**src/rtl/colgen_pkg.sv**
```systemverilog
package colgen_pkg;
   typedef enum logic [2:0] {
      CMD_IDLE  = 3'd0,
      CMD_READ  = 3'd1,
      CMD_WRITE = 3'd2,
      CMD_STOP  = 3'd3,
      CMD_PRECH = 3'd4
   } colgen_cmd_e;

   localparam logic [2:0] BLC_FULL = 3'b111;
endpackage

```
**src/rtl/colgen_seq.sv**
```systemverilog
module colgen_seq
   import colgen_pkg::*;
#(
   parameter int COL_W = 8
) (
   input  logic             clk,
   input  logic             rst_n,
   input  logic [2:0]       cmd,
   input  logic [COL_W-1:0] start_col,
   input  logic             auto_pre,
   input  logic [2:0]       bl_code,
   input  logic             wrap_mode,
   output logic             g_act,
   output logic [COL_W-1:0] g_col,
   output logic             g_rd,
   output logic             g_wrap,
   output logic             g_last,
   output logic             g_ap_last,
   output logic             g_lock
);
   logic             act_q, rd_q, full_q, wrap_q, ap_q;
   logic [COL_W-1:0] col_q, cnt_q, mask_q;
   logic [COL_W-1:0] mask_d, col_nxt;
   logic             full_d, last, lock, is_rw, is_end, start, kill;

   always_comb begin
      case (bl_code)
         3'd1:    mask_d = COL_W'(1);
         3'd2:    mask_d = COL_W'(3);
         3'd3:    mask_d = COL_W'(7);
         default: mask_d = '0;
      endcase
      full_d = (bl_code == BLC_FULL);
   end

   assign last   = act_q && !full_q && (cnt_q == mask_q);
   assign lock   = act_q && ap_q && !last;
   assign is_rw  = (cmd == CMD_READ) || (cmd == CMD_WRITE);
   assign is_end = (cmd == CMD_STOP) || (cmd == CMD_PRECH);
   assign start  = is_rw && !lock;
   assign kill   = is_end && !lock && act_q;

   always_comb begin
      if (wrap_q) col_nxt = (col_q & ~mask_q) | ((col_q + COL_W'(1)) & mask_q);
      else        col_nxt = col_q + COL_W'(1);
   end

   always_ff @(posedge clk or negedge rst_n) begin
      if (!rst_n) begin
         act_q  <= 1'b0;
         rd_q   <= 1'b0;
         full_q <= 1'b0;
         wrap_q <= 1'b0;
         ap_q   <= 1'b0;
         col_q  <= '0;
         cnt_q  <= '0;
         mask_q <= '0;
      end else if (start) begin
         act_q  <= 1'b1;
         rd_q   <= (cmd == CMD_READ);
         full_q <= full_d;
         wrap_q <= wrap_mode && !full_d;
         ap_q   <= auto_pre && !full_d;
         col_q  <= start_col;
         cnt_q  <= '0;
         mask_q <= mask_d;
      end else if (kill || last) begin
         act_q  <= 1'b0;
      end else if (act_q) begin
         col_q  <= col_nxt;
         cnt_q  <= cnt_q + COL_W'(1);
      end
   end

   assign g_act     = act_q;
   assign g_col     = col_q;
   assign g_rd      = rd_q;
   assign g_wrap    = wrap_q;
   assign g_last    = last;
   assign g_ap_last = last && ap_q;
   assign g_lock    = lock;
endmodule

```
**src/rtl/colgen_lat_align.sv**
```systemverilog
module colgen_lat_align #(
   parameter int COL_W  = 8,
   parameter int MAX_CL = 3,
   parameter int CLW    = 2
) (
   input  logic             clk,
   input  logic             rst_n,
   input  logic [CLW-1:0]   cas_lat,
   input  logic             g_act,
   input  logic [COL_W-1:0] g_col,
   input  logic             g_rd,
   input  logic             g_ap_last,
   output logic             o_act,
   output logic [COL_W-1:0] o_col,
   output logic             o_rd,
   output logic             o_ap_last,
   output logic             wr_lane,
   output logic             rd_lane
);
   localparam int DEPTH = MAX_CL - 1;

   logic             d_act [DEPTH];
   logic [COL_W-1:0] d_col [DEPTH];
   logic             d_apl [DEPTH];
   logic             r_act, r_apl;
   logic [COL_W-1:0] r_col;

   for (genvar k = 0; k < DEPTH; k++) begin : g_stage
      always_ff @(posedge clk or negedge rst_n) begin
         if (!rst_n) begin
            d_act[k] <= 1'b0;
            d_col[k] <= '0;
            d_apl[k] <= 1'b0;
         end else if (k == 0) begin
            d_act[k] <= g_act && g_rd;
            d_col[k] <= g_col;
            d_apl[k] <= g_ap_last;
         end else begin
            d_act[k] <= d_act[(k == 0) ? 0 : k-1];
            d_col[k] <= d_col[(k == 0) ? 0 : k-1];
            d_apl[k] <= d_apl[(k == 0) ? 0 : k-1];
         end
      end
   end

   always_comb begin
      r_act = g_act && g_rd;
      r_col = g_col;
      r_apl = g_ap_last;
      for (int k = 0; k < DEPTH; k++) begin
         if (cas_lat == CLW'(k + 2)) begin
            r_act = d_act[k];
            r_col = d_col[k];
            r_apl = d_apl[k];
         end
      end
   end

   assign wr_lane   = g_act && !g_rd;
   assign rd_lane   = r_act;
   assign o_act     = wr_lane || r_act;
   assign o_rd      = !wr_lane && r_act;
   assign o_col     = wr_lane ? g_col : r_col;
   assign o_ap_last = wr_lane ? g_ap_last : (r_act && r_apl);
endmodule

```
**src/rtl/colgen_dqm_pipe.sv**
```systemverilog
module colgen_dqm_pipe #(
   parameter int DQM_W   = 4,
   parameter int DQM_LAT = 2
) (
   input  logic             clk,
   input  logic             rst_n,
   input  logic [DQM_W-1:0] dqm,
   input  logic             rd_beat,
   output logic [DQM_W-1:0] byte_en
);
   logic [DQM_W-1:0] pipe [DQM_LAT];

   for (genvar k = 0; k < DQM_LAT; k++) begin : g_tap
      always_ff @(posedge clk or negedge rst_n) begin
         if (!rst_n)      pipe[k] <= '0;
         else if (k == 0) pipe[k] <= dqm;
         else             pipe[k] <= pipe[(k == 0) ? 0 : k-1];
      end
   end

   assign byte_en = rd_beat ? ~pipe[DQM_LAT-1] : '0;
endmodule

```
**src/rtl/burst_colgen.sv**
```systemverilog
module burst_colgen #(
   parameter int COL_W   = 8,
   parameter int DQM_W   = 4,
   parameter int MAX_CL  = 3,
   parameter int DQM_LAT = 2,
   localparam int CLW    = $clog2(MAX_CL + 1)
) (
   input  logic             clk,
   input  logic             rst_n,
   input  logic [2:0]       cmd,
   input  logic [COL_W-1:0] start_col,
   input  logic             auto_pre,
   input  logic [2:0]       bl_code,
   input  logic             wrap_mode,
   input  logic [CLW-1:0]   cas_lat,
   input  logic [DQM_W-1:0] dqm,
   output logic [COL_W-1:0] col_addr,
   output logic             burst_act,
   output logic [DQM_W-1:0] byte_en,
   output logic             ap_req
);
   if (COL_W < 4)   begin : g_bad_col  $error("COL_W must be at least 4");  end
   if (MAX_CL < 2)  begin : g_bad_cl   $error("MAX_CL must be at least 2"); end
   if (DQM_LAT < 1) begin : g_bad_dqm  $error("DQM_LAT must be at least 1"); end

   logic             g_act, g_rd, g_wrap, g_last, g_ap_last, g_lock;
   logic [COL_W-1:0] g_col;
   logic             o_act, o_rd, o_ap_last, wr_lane, rd_lane;
   logic             ap_q;

   colgen_seq #(.COL_W(COL_W)) i_seq (
      .clk(clk), .rst_n(rst_n), .cmd(cmd), .start_col(start_col),
      .auto_pre(auto_pre), .bl_code(bl_code), .wrap_mode(wrap_mode),
      .g_act(g_act), .g_col(g_col), .g_rd(g_rd), .g_wrap(g_wrap),
      .g_last(g_last), .g_ap_last(g_ap_last), .g_lock(g_lock)
   );

   colgen_lat_align #(.COL_W(COL_W), .MAX_CL(MAX_CL), .CLW(CLW)) i_align (
      .clk(clk), .rst_n(rst_n), .cas_lat(cas_lat),
      .g_act(g_act), .g_col(g_col), .g_rd(g_rd), .g_ap_last(g_ap_last),
      .o_act(o_act), .o_col(col_addr), .o_rd(o_rd), .o_ap_last(o_ap_last),
      .wr_lane(wr_lane), .rd_lane(rd_lane)
   );

   colgen_dqm_pipe #(.DQM_W(DQM_W), .DQM_LAT(DQM_LAT)) i_dqm (
      .clk(clk), .rst_n(rst_n), .dqm(dqm), .rd_beat(o_rd), .byte_en(byte_en)
   );

   always_ff @(posedge clk or negedge rst_n) begin
      if (!rst_n) ap_q <= 1'b0;
      else        ap_q <= o_act && o_ap_last;
   end

   assign burst_act = o_act;
   assign ap_req    = ap_q;
endmodule

```
**config.mk**
```make
export PLATFORM = sky130hd
export DESIGN_NAME = burst_colgen
export DESIGN_NICKNAME = d
export VERILOG_FILES = /design/src/rtl/colgen_pkg.sv /design/src/rtl/colgen_seq.sv /design/src/rtl/colgen_lat_align.sv /design/src/rtl/colgen_dqm_pipe.sv /design/src/rtl/burst_colgen.sv
export SDC_FILE = /design/constraint.sdc
export NUM_CORES = 1
export LEC_CHECK = 0
export BUFFER_PORTS_ARGS = -buffer_cell sky130_fd_sc_hd__buf_2
export CAP_MARGIN = 40
export CORE_UTILIZATION = 45
export CTS_CLUSTER_SIZE = 20
export DETAILED_ROUTE_END_ITERATION = 6
export PLACE_DENSITY_LB_ADDON = 0.1
export SYNTH_ARGS = -nofsm -noshare
export SYNTH_HDL_FRONTEND = slang
export SYNTH_SLANG_ARGS = --single-unit
```
**constraint.sdc**
```tcl
create_clock -name clk -period 2.6 [get_ports clk]
set_clock_uncertainty 0.1 [all_clocks]
set_input_delay 0.26 -clock clk [delete_from_list [all_inputs] [get_ports clk]]
set_output_delay 0.26 -clock clk [all_outputs]
set_load 0.02 [all_outputs]
```
==> results of run 1 <==
-- cells in the final DEF (no fill, tap or decap), types with 3 or more instances in the layout --
cell type      netlist  routed
dfrtp_1             53      53
buf_2                1      37
nand2_1             25      25
o21ai_0             20      20
nor2_1              16      16
mux2i_1             12      12
xor2_1               9       9
a21oi_1              9       9
inv_1                8       8
nand4_1              6       6
nand3_1              6       6
clkbuf_8             0       5
dlygate4sd3_1        0       5
buf_4                1       5
o31ai_1              4       4
and3_1               4       4
nand2b_1             3       3
a211oi_1             3       3
a31oi_1              4       3
a2bb2oi_1            3       3
-- worst max-delay path: stages (launching register included) --
cell	delay, ns
dfrtp_1	0.42
or4_4	0.56
nor3_4	0.29
a211oi_1	0.17
o221ai_4	0.32
inv_4	0.09
o21a_1	0.11
o22a_1	0.16
-- kinds of logic after synthesis --
family / after synthesis / share of synthesized area (%)
AND/OR/NAND/NOR: 73 / 15.7
flip-flops: 53 / 55.9
adder cells (fa/ha/maj): 2 / 1.06
buffers and inverters: 15 / 2.69
AO/OA/AOI/OAI: 53 / 15.0
XOR/XNOR: 11 / 4.06
multiplexers: 13 / 5.54
-- how the worst max path moves through the flow --
stage                                 to  slack [ns]           start  cells past startpoint
after floorplan           i_seq.g_col[7]        0.45  i_seq.cnt_q[5]                      7
after global placement    i_seq.g_col[7]        0.29  i_seq.cnt_q[5]                      7
after detailed placement  i_seq.g_col[7]        0.27  i_seq.cnt_q[5]                      7
after CTS                 i_seq.g_col[7]        0.26  i_seq.cnt_q[5]                      7
after global routing      i_seq.g_col[7]        0.08  i_seq.cnt_q[5]                      7
final                     i_seq.g_col[7]        0.26  i_seq.cnt_q[5]                      7
-- power by group through the flow --
stage	Clock (W)	Sequential, W	Combinational [W]
finish	0.000456	0.00131	0.00106
global route	0.000504	0.00135	0.00120
CTS	0.000474	0.00131	0.00107
detailed placement	0	0.00133	0.00106
global placement	0	0.00132	0.00105
floorplan	0	0.00126	0.000777
-- flip-flops by register name, indices dropped and copies added, names as in the netlist, named ones only --
signal	cells
ap_req	1
i_align.d_act	2
i_align.d_apl	2
i_align.d_col	16
i_dqm.pipe	8
i_seq.ap_q	1
i_seq.cnt_q	8
i_seq.full_q	1
i_seq.g_act	1
i_seq.g_col	6
i_seq.g_rd	1
i_seq.g_wrap	1
i_seq.mask_q	3
-- layout make-up --
| class | instances | area, sq um | area share (%) |
|---|---|---|---|
| Sequential cell | 53 | 1330 | 47.4 |
| Multi-Input combinational cell | 152 | 987 | 35.3 |
| Timing Repair Buffer | 47 | 273 | 9.75 |
| Tap cell | 70 | 87.6 | 3.13 |
| Clock buffer | 6 | 72.6 | 2.59 |
| Inverter | 9 | 36.3 | 1.30 |
| Clock inverter | 2 | 15.0 | 0.537 |
-- layer usage --
metal / GRT usage [%] / vias to the layer above
li1: - / 870
met1: 24.1 / 802
met2: 28.8 / 36
met3: 4.20 / 6
met4: 5.03 / 0
met5: 0 / -
-- per-stage QoR --
| stage | hold WS [ns] | cells | utilization, % |
|---|---|---|---|
| final | 0.0533 | 339 | 55.1 |
| after floorplan | -0.136 | 220 | - |
| after global placement | 0.233 | 326 | 52.4 |
| after global routing | 0.0581 | 339 | 55.1 |
| after detailed placement | 0.236 | 326 | 52.4 |
| after CTS | 0.0436 | 339 | 55.1 |
==> metrics.csv, run 1 <==
stage,metric,value,unit
run_status,status,"complete, no violations",
yosys,Syn Area/Cell,10.8,sq um
yosys,post-synth top area cell,dfrtp_1,
yosys,post-synth cell types,41,
worst_setup_path,crit path max fanout,9,
worst_setup_path,crit path launch type,register,
yosys,most common cell in the netlist,dfrtp_1,
drt,detailed-router iteration count before antenna repair,4,
floorplanning,chip width,74.6,um
hold_path,min-delay src,bl_code[2],
yosys,post-synth top area share,55.9,%
layout,Area growth syn-to-layout,18.0,%
clock_network,clock slew at reported path FFs,0.09,ns
clock_network,clock sinks,53,
pwr,Max rail drop VDD,0.405,mV
yosys,synthesized area,2370,sq um
place,pre-CTS setup slack,0.268,ns
clock_network,postcts setup bufs,0,
clock_network,Root Buffer,clkbuf_8,
global_routing,first-pass GRT wire length,7340,um
flow_run,Max-Cap Viols,0,
worst_setup_path,launch point of the worst reg-to-reg path,i_seq.cnt_q[5],
layout,Final #Nets,294,
drt,residual DRC count,0,
drt,via count of the routed design,1714,
yosys,Synth top cells by count,"dfrtp_1 (53), nand2_1 (25), o21ai_0 (20), nor2_1 (16), mux2i_1 (12)",
pwr,Seq pwr share,46.4,%
timing,Hold Fails Final Rpt,0,
worst_setup_path,Worst Path Arrival,2.43,ns
hold_path,"Endpoint, Worst Hold",i_seq.mask_q[0],
yosys,syn_nets,246,
drt,WL final,4500,um
clock_network,CTS H-tree lvls,2,
clock_network,CTS tree,built,
hold_path,Worst Hold Class,in -> reg,
timing,Slew headroom,57.1,%
global_routing,Total GRT Usage,17.8,%
worst_setup_path,reg2reg end,i_seq.g_col[7],
yosys,Post-synth EDFFs,0,
hold_path,Min-Delay Path Depth,2,
global_routing,initial antenna violation count,0,
pwr,Overall Power,0.00282,W
pwr,net switching fraction of the power,39.8,%
timing,top achievable clock speed,428,MHz
global_routing,vias in the first global route,1574,
drt,routed wl met2,2090,um
timing,fin crit share,89.8,%
layout,fin area,2800,sq um
worst_setup_path,Register-to-Register Path Depth,7,
timing,Final TNS setup,0,ns
global_routing,grt ovf,0,
clock_network,Resized cells post-CTS,0,
floorplanning,Site Rows,26,
floorplanning,CORE AREA,5070,sq um
layout,Ant. Diodes,0,
global_routing,largest net degree at the start of global routing,54,
yosys,Syn. warnings,0,
timing,final worst slack,0.264,ns
timing,max-slew violations,0,
worst_setup_path,critical path type,reg -> reg,
floorplanning,Die Area,5560,sq um
clock_network,CTS Buf Count,5,
timing,unrepaired setup endpoints after global routing,no,
worst_setup_path,Crit. End Element,register,
clock_network,hold_buf cts,5,
clock_network,Worst-Skew Late Latency,0.30,ns
yosys,top_reg_cell synth,dfrtp_1,
yosys,"Seq/Total Area, Yosys",55.9,%
drt,met1 WL,2210,um
drt,DR WL met3,148,um
layout,number of fill cells,495,
drt,vias per cell,5.06,
place,Port Buf Inserts,37,
pwr,Logic pwr share,37.5,%
floorplanning,Die H,74.6,um
timing,Tmin final,2.34,ns
drt,Final ANT Viol Nets,0,
yosys,"FF+latch count, synth",53,
drt,Avg WL per Cell,13.3,um
worst_setup_path,required time worst endpoint,2.70,ns
pwr,PwrDens,1010,nW/um^2
pwr,Pint,0.00170,W
floorplanning,starting density of the core,46.7,%
pwr,Leak,1.32,nW
drt,Initial DRC Count,74,
timing,final setup vio count,0,
clock_network,CTS Buffer Depth,2,
drt,Max Used Layer,met4,
place,Placer Congestion,0.756,
floorplanning,I/O pin count,38,
yosys,Cells after Synth,220,
pwr,Clock power frac,16.2,%
layout,share of cells above drive strength 1,22.3,%
worst_setup_path,register-to-register setup slack,0.26,ns
place,dpl hpwl,3110,um
pwr,Sw Pwr,0.00112,W
yosys,asr flop ratio synth,100,%
yosys,Area contributors post-synth,"dfrtp_1 (56%), mux2i_1 (5.1%), o21ai_0 (4.2%), nand2_1 (4.0%), xor2_1 (3.3%)",
timing,transition time of the tightest slew-check pin,0.644,ns
place,Post-DP Area,2660,sq um
(Power assumes the default switching activity.)
==> run 2, diff against run 1 <==
Settings changed: PLACE_DENSITY set to 0.66, PLACE_DENSITY_LB_ADDON 0.1 to not set.
==> run 2 against run 1 <==
  * Register-to-register slack worse by 0.04 ns
  * Count of clock-buffer cells in the layout fell by 1
  * Sequential share of layout area shrank 0.19 points
  * Power is 0.91% higher
  * Final area up 0.40%
  * Final cell count down 0.29%
  * Via count up 1.6%
  * Sequential power is essentially flat
  * Sequential cell count did not move
  * Global-route usage is 0.81 points higher
==> metrics.csv, run 2 (same netlist as run 1, synthesis figures left out) <==
stage,metric,value,unit,change
drt,met1 WL,2230,um,+1.1%
timing,Final TNS setup,0,ns,unchanged
global_routing,largest net degree at the start of global routing,54,,unchanged
timing,Hold Fails Final Rpt,0,,unchanged
global_routing,vias in the first global route,1661,,+5.5%
layout,"most common cell after layout, fill and taps aside",dfrtp_1,,
clock_network,clock sinks,53,,unchanged
floorplanning,Site Rows,26,,unchanged
drt,residual DRC count,0,,unchanged
timing,unrepaired setup endpoints after global routing,no,,
worst_setup_path,Crit. End Element,register,,
place,pre-CTS setup slack,0.243,ns,-0.0249 ns
clock_network,CTS tree,built,,
pwr,Clock power frac,16.7,%,+0.5 points
worst_setup_path,Worst Path Arrival,2.48,ns,+0.05 ns
pwr,Pint,0.00170,W,about the same
worst_setup_path,required time worst endpoint,2.70,ns,about the same
place,Placer Congestion,0.805,,+6.5%
timing,Slew headroom,55.0,%,-2.1 points
run_status,status,"complete, no violations",,
worst_setup_path,crit path launch type,register,,
worst_setup_path,launch point of the worst reg-to-reg path,i_seq.cnt_q[5],,
drt,vias per cell,5.15,,+1.9%
drt,DR WL met3,117,um,-21%
global_routing,Total GRT Usage,18.7,%,+0.81 points
timing,final worst slack,0.223,ns,-0.0409 ns
pwr,Sw Pwr,0.00115,W,+2.3%
pwr,Seq pwr share,46.2,%,-0.2 points
worst_setup_path,crit path max fanout,9,,unchanged
drt,Avg WL per Cell,13.4,um,+1.1%
layout,Largest regs,"i_align.d_col x16, i_dqm.pipe x8, i_seq.cnt_q x8",,
pwr,Overall Power,0.00285,W,+0.91%
hold_path,min-delay src,bl_code[2],,
layout,number of fill cells,489,,-1.2%
global_routing,initial antenna violation count,0,,unchanged
drt,WL final,4530,um,+0.76%
layout,Ant. Diodes,0,,unchanged
pwr,Max rail drop VDD,0.503,mV,+24%
layout,share of cells above drive strength 1,22.4,%,+0.083 points
clock_network,CTS Buf Count,5,,unchanged
worst_setup_path,register-to-register setup slack,0.22,ns,-0.04 ns
pwr,Logic pwr share,37.1,%,-0.4 points
floorplanning,CORE AREA,5070,sq um,unchanged
timing,top achievable clock speed,421,MHz,-1.7%
drt,routed wl met2,2080,um,-0.34%
worst_setup_path,critical path type,reg -> reg,,
drt,Initial DRC Count,79,,+6.8%
flow_run,Max-Cap Viols,0,,unchanged
drt,Final ANT Viol Nets,0,,unchanged
clock_network,Root Buffer,clkbuf_8,,
timing,transition time of the tightest slew-check pin,0.675,ns,+0.0311 ns
layout,Area growth syn-to-layout,18.5,%,
drt,Max Used Layer,met4,,
clock_network,CTS Buffer Depth,2,,unchanged
global_routing,grt ovf,0,,unchanged
clock_network,Worst-Skew Late Latency,0.30,ns,about the same
layout,Final #Nets,293,,-0.34%
floorplanning,Die Area,5560,sq um,unchanged
floorplanning,I/O pin count,38,,unchanged
timing,max-slew violations,0,,unchanged
layout,"commonest non-fill, non-tap cells in the layout","dfrtp_1 (53), buf_2 (37), nand2_1 (25)",,
hold_path,"Endpoint, Worst Hold",i_seq.mask_q[0],,
pwr,PwrDens,1010,nW/um^2,+0.50%
layout,Biggest register,i_align.d_col,,
global_routing,first-pass GRT wire length,7760,um,+5.6%
floorplanning,starting density of the core,46.7,%,unchanged
floorplanning,Die H,74.6,um,unchanged
floorplanning,chip width,74.6,um,unchanged
hold_path,Min-Delay Path Depth,2,,unchanged
place,dpl hpwl,3230,um,+3.8%
drt,via count of the routed design,1742,,+1.6%
worst_setup_path,reg2reg end,i_seq.g_col[7],,
layout,max reg flops,16,,unchanged
drt,detailed-router iteration count before antenna repair,4,,unchanged
hold_path,Worst Hold Class,in -> reg,,
timing,fin crit share,91.4,%,+1.6 points
pwr,Leak,1.33,nW,+0.52%
clock_network,Resized cells post-CTS,0,,unchanged
pwr,net switching fraction of the power,40.3,%,+0.54 points
worst_setup_path,Register-to-Register Path Depth,7,,unchanged
clock_network,CTS H-tree lvls,2,,unchanged
timing,Tmin final,2.38,ns,+0.0409 ns
timing,final setup vio count,0,,unchanged
clock_network,clock slew at reported path FFs,0.10,ns,about the same
place,Port Buf Inserts,37,,unchanged
[run 2: cell types whose count changed in the layout (fill, tap and decap cells not counted), sizes merged]
cell and delta:
buf -1, clkbuf -1, clkinv +1, clkinvlp -1, inv +1
[run 2: worst max path at each step]
stage                        start  slack [ns]             end
finish              i_seq.cnt_q[5]        0.22  i_seq.g_col[7]
global route        i_seq.cnt_q[5]        0.09  i_seq.g_col[7]
CTS                 i_seq.cnt_q[5]        0.23  i_seq.g_col[7]
detailed placement  i_seq.cnt_q[5]        0.24  i_seq.g_col[7]
global placement    i_seq.cnt_q[5]        0.30  i_seq.g_col[7]
floorplan           i_seq.cnt_q[5]        0.45  i_seq.g_col[7]
[run 2: area by class of cell]
class | instances | area, sq um | area share (%)
Sequential cell | 53 | 1330 | 47.2
Multi-Input combinational cell | 152 | 987 | 35.1
Timing Repair Buffer | 46 | 278 | 9.89
Tap cell | 70 | 87.6 | 3.12
Clock buffer | 5 | 68.8 | 2.45
Inverter | 9 | 36.3 | 1.29
Clock inverter | 3 | 25.0 | 0.891
[run 2: layer usage]
layer | GRT usage, % | up-vias
li1 | - | 875
met1 | 25.9 | 829
met2 | 28.9 | 28
met3 | 4.20 | 10
met4 | 6.50 | 0
met5 | 0 | -
[run 2: what timing repair did]
action,4_1_cts,5_1_grt
hold endpoints to repair,57,0
setup buffers,0,0
hold buffers,5,0
[run 2: critical path, stage by stage, from the launching register on]
cell and delay [ns]:
dfrtp_1 0.43, or4_4 0.56, nor3_4 0.29, a211oi_1 0.18, o221ai_4 0.34, inv_4 0.09
o21a_1 0.12, o22a_1 0.18
[run 2: power by group through the flow]
stage                     sequential (W)  clock (W)  combinational, W
after detailed placement         0.00134          0           0.00105
after floorplan                  0.00126          0          0.000777
after global placement           0.00132          0           0.00103
after global routing             0.00136   0.000521           0.00119
after CTS                        0.00132   0.000490           0.00106
final                            0.00132   0.000476           0.00105
[run 2: stage by stage]
step | cells | instance area, sq um | util (%) | hold WS [ns]
after floorplan | 220 | 2370 | - | -0.136
after global placement | 325 | 2670 | 52.5 | 0.173
after detailed placement | 325 | 2670 | 52.5 | 0.172
after CTS | 338 | 2810 | 55.4 | 0.0443
after global routing | 338 | 2810 | 55.4 | 0.0475
final | 338 | 2810 | 55.4 | 0.0490
==> run 3, diff against run 2 <==
Settings changed: GPL_TIMING_DRIVEN set to 0.
==> run 3 against run 2 <==
  * Wire length is 3.6% lower
  * Sequential share of layout area rose by 0.15 points
  * Sequential power barely moved
  * Clock power is essentially flat
  * Power decreased by 1.0%
  * Highest routed layer unchanged
  * Critical endpoint is now i_seq.ap_q
  * Register-to-register slack got worse by 0.04 ns
==> metrics.csv, run 3 (same netlist as run 1, synthesis figures left out) <==
stage,metric,value,unit,change
pwr,PwrDens,1010,nW/um^2,-0.69%
hold_path,"Endpoint, Worst Hold",i_seq.mask_q[0],,
layout,"most common cell after layout, fill and taps aside",dfrtp_1,,
flow_run,Max-Cap Viols,0,,unchanged
layout,share of cells above drive strength 1,20.8,%,-1.6 points
pwr,Overall Power,0.00282,W,-1.0%
drt,via count of the routed design,1742,,unchanged
pwr,Max rail drop VDD,0.383,mV,-24%
layout,max reg flops,16,,unchanged
worst_setup_path,Worst Path Arrival,2.50,ns,+0.02 ns
clock_network,CTS Buffer Depth,2,,unchanged
drt,detailed-router iteration count before antenna repair,4,,unchanged
timing,Slew headroom,54.6,%,-0.47 points
global_routing,grt ovf,0,,unchanged
pwr,Leak,1.32,nW,-0.23%
clock_network,clock sinks,53,,unchanged
layout,Ant. Diodes,0,,unchanged
place,Post-DP Area,2650,sq um,-0.42%
timing,Final TNS setup,0,ns,unchanged
timing,max-slew violations,0,,unchanged
global_routing,vias in the first global route,1595,,-4.0%
layout,Final #Nets,294,,+0.34%
worst_setup_path,crit path buf inv count,1,,unchanged
timing,fin crit share,93.1,%,+1.7 points
worst_setup_path,required time worst endpoint,2.68,ns,-0.02 ns
global_routing,initial antenna violation count,0,,unchanged
clock_network,clock slew at reported path FFs,0.10,ns,about the same
clock_network,Worst-Skew Late Latency,0.30,ns,about the same
run_status,status,"complete, no violations",,
layout,Biggest register,i_align.d_col,,
place,Placer Congestion,0.709,,-12%
layout,fin area,2800,sq um,-0.31%
layout,Area growth syn-to-layout,18.1,%,
floorplanning,starting density of the core,46.7,%,unchanged
worst_setup_path,cell family with most CP delay,simple AND/OR/NAND/NOR gates,,
clock_network,Root Buffer,clkbuf_8,,
timing,top achievable clock speed,413,MHz,-1.8%
floorplanning,chip width,74.6,um,unchanged
clock_network,CTS Buf Count,5,,unchanged
drt,Final ANT Viol Nets,0,,unchanged
floorplanning,Site Rows,26,,unchanged
drt,Avg WL per Cell,12.9,um,-3.9%
worst_setup_path,launch point of the worst reg-to-reg path,i_seq.cnt_q[5],,
drt,Initial DRC Count,104,,+32%
worst_setup_path,Register-to-Register Path Depth,6,,-1
floorplanning,Die Area,5560,sq um,unchanged
clock_network,Resized cells post-CTS,0,,unchanged
drt,vias per cell,5.14,,-0.29%
hold_path,Worst Hold Class,in -> reg,,
layout,"commonest non-fill, non-tap cells in the layout","dfrtp_1 (53), buf_2 (36), nand2_1 (25)",,
worst_setup_path,register-to-register setup slack,0.18,ns,-0.04 ns
clock_network,CTS H-tree lvls,2,,unchanged
worst_setup_path,CP max-delay cell,or4_4,,
drt,residual DRC count,0,,unchanged
global_routing,first-pass GRT wire length,7350,um,-5.2%
timing,Tmin final,2.42,ns,+0.0432 ns
place,dpl hpwl,3170,um,-1.9%
clock_network,postcts setup bufs,0,,unchanged
worst_setup_path,largest stage delay on the critical path,0.56,ns,about the same
worst_setup_path,crit path max fanout,10,,+1
global_routing,largest net degree at the start of global routing,37,,-31%
floorplanning,I/O pin count,38,,unchanged
timing,unrepaired setup endpoints after global routing,no,,
timing,Hold Slack,0.0469,ns,-0.00208 ns
timing,Hold Fails Final Rpt,0,,unchanged
drt,WL final,4370,um,-3.6%
floorplanning,Die H,74.6,um,unchanged
worst_setup_path,critical path type,reg -> reg,,
place,Port Buf Inserts,35,,-5.4%
worst_setup_path,crit path launch type,register,,
worst_setup_path,crit path cell chain,or4_4 -> nor3_4 -> a211oi_1 -> nor3_2 -> buf_4 -> o21ai_0,,
global_routing,Total GRT Usage,17.5,%,-1.1 points
layout,number of fill cells,495,,+1.2%
timing,transition time of the tightest slew-check pin,0.682,ns,+0.00701 ns
hold_path,min-delay src,bl_code[2],,
worst_setup_path,reg2reg end,i_seq.ap_q,,
hold_path,Min-Delay Path Depth,2,,unchanged
clock_network,CTS tree,built,,
place,placed cells,326,,+0.31%
layout,Non-Filler Instances,339,,+0.30%
floorplanning,CORE AREA,5070,sq um,unchanged
worst_setup_path,Crit. End Element,register,,
timing,final setup vio count,0,,unchanged
layout,Largest regs,"i_align.d_col x16, i_dqm.pipe x8, i_seq.cnt_q x8",,
run 3: cell types whose count changed in the layout (fill, tap and decap cells not counted), sizes merged:
cell / delta
buf: -3
clkbuf: +5
clkinv: +1
clkinvlp: -1
inv: -1
run 3: timing repair:
| item | 4_1_cts | 5_1_grt |
|---|---|---|
| setup endpoints to repair | 0 | 0 |
| hold endpoints to repair | 21 | 0 |
| hold buffers | 5 | 0 |
run 3: area by class of cell:
| cell class | count | area [sq um] | area share [%] |
|---|---|---|---|
| clock buffers | 6 | 82.6 | 2.95 |
| well taps | 70 | 87.6 | 3.13 |
| plain buffers | 6 | 27.5 | 0.983 |
| flip-flops and latches | 53 | 1330 | 47.4 |
| multi-input cells | 152 | 981 | 35.0 |
| inverters | 9 | 36.3 | 1.30 |
| clock inverters | 2 | 13.8 | 0.492 |
| repair buffers | 41 | 245 | 8.76 |
run 3: power by group:
group          internal, W  switching [W]
combinational     0.000406       0.000629
clock             0.000216       0.000261
sequential         0.00109       0.000217
run 3: worst max path at each step:
stage                    from              to  slack [ns]  depth (start not counted)
2_1_floorplan  i_seq.cnt_q[5]  i_seq.g_col[7]        0.45                          7
3_3_place_gp   i_seq.cnt_q[5]        register        0.17                          7
3_5_place_dp   i_seq.cnt_q[5]  i_seq.g_col[0]        0.19                          6
4_1_cts        i_seq.cnt_q[5]      i_seq.ap_q        0.17                          6
5_1_grt        i_seq.cnt_q[5]        register        0.03                          7
6_report       i_seq.cnt_q[5]      i_seq.ap_q        0.18                          6
run 3: metal layers:
layer  vias to the layer above  global-route usage [%]  part of all wire [%]
met2                        31                    27.6                    45
met4                         0                    5.66                   1.3
met5                         -                       0                     0
li1                        878                       -                     -
met3                         5                    3.66                   3.2
met1                       828                    24.4                    51
run 3: per-stage QoR:
| step | utilization, % | worst slack [ns] |
|---|---|---|
| floorplan | - | 0.446 |
| global placement | 51.9 | 0.167 |
| detailed placement | 52.3 | 0.190 |
| CTS | 55.2 | 0.166 |
| global route | 55.2 | 0.0285 |
| finish | 55.2 | 0.180 |
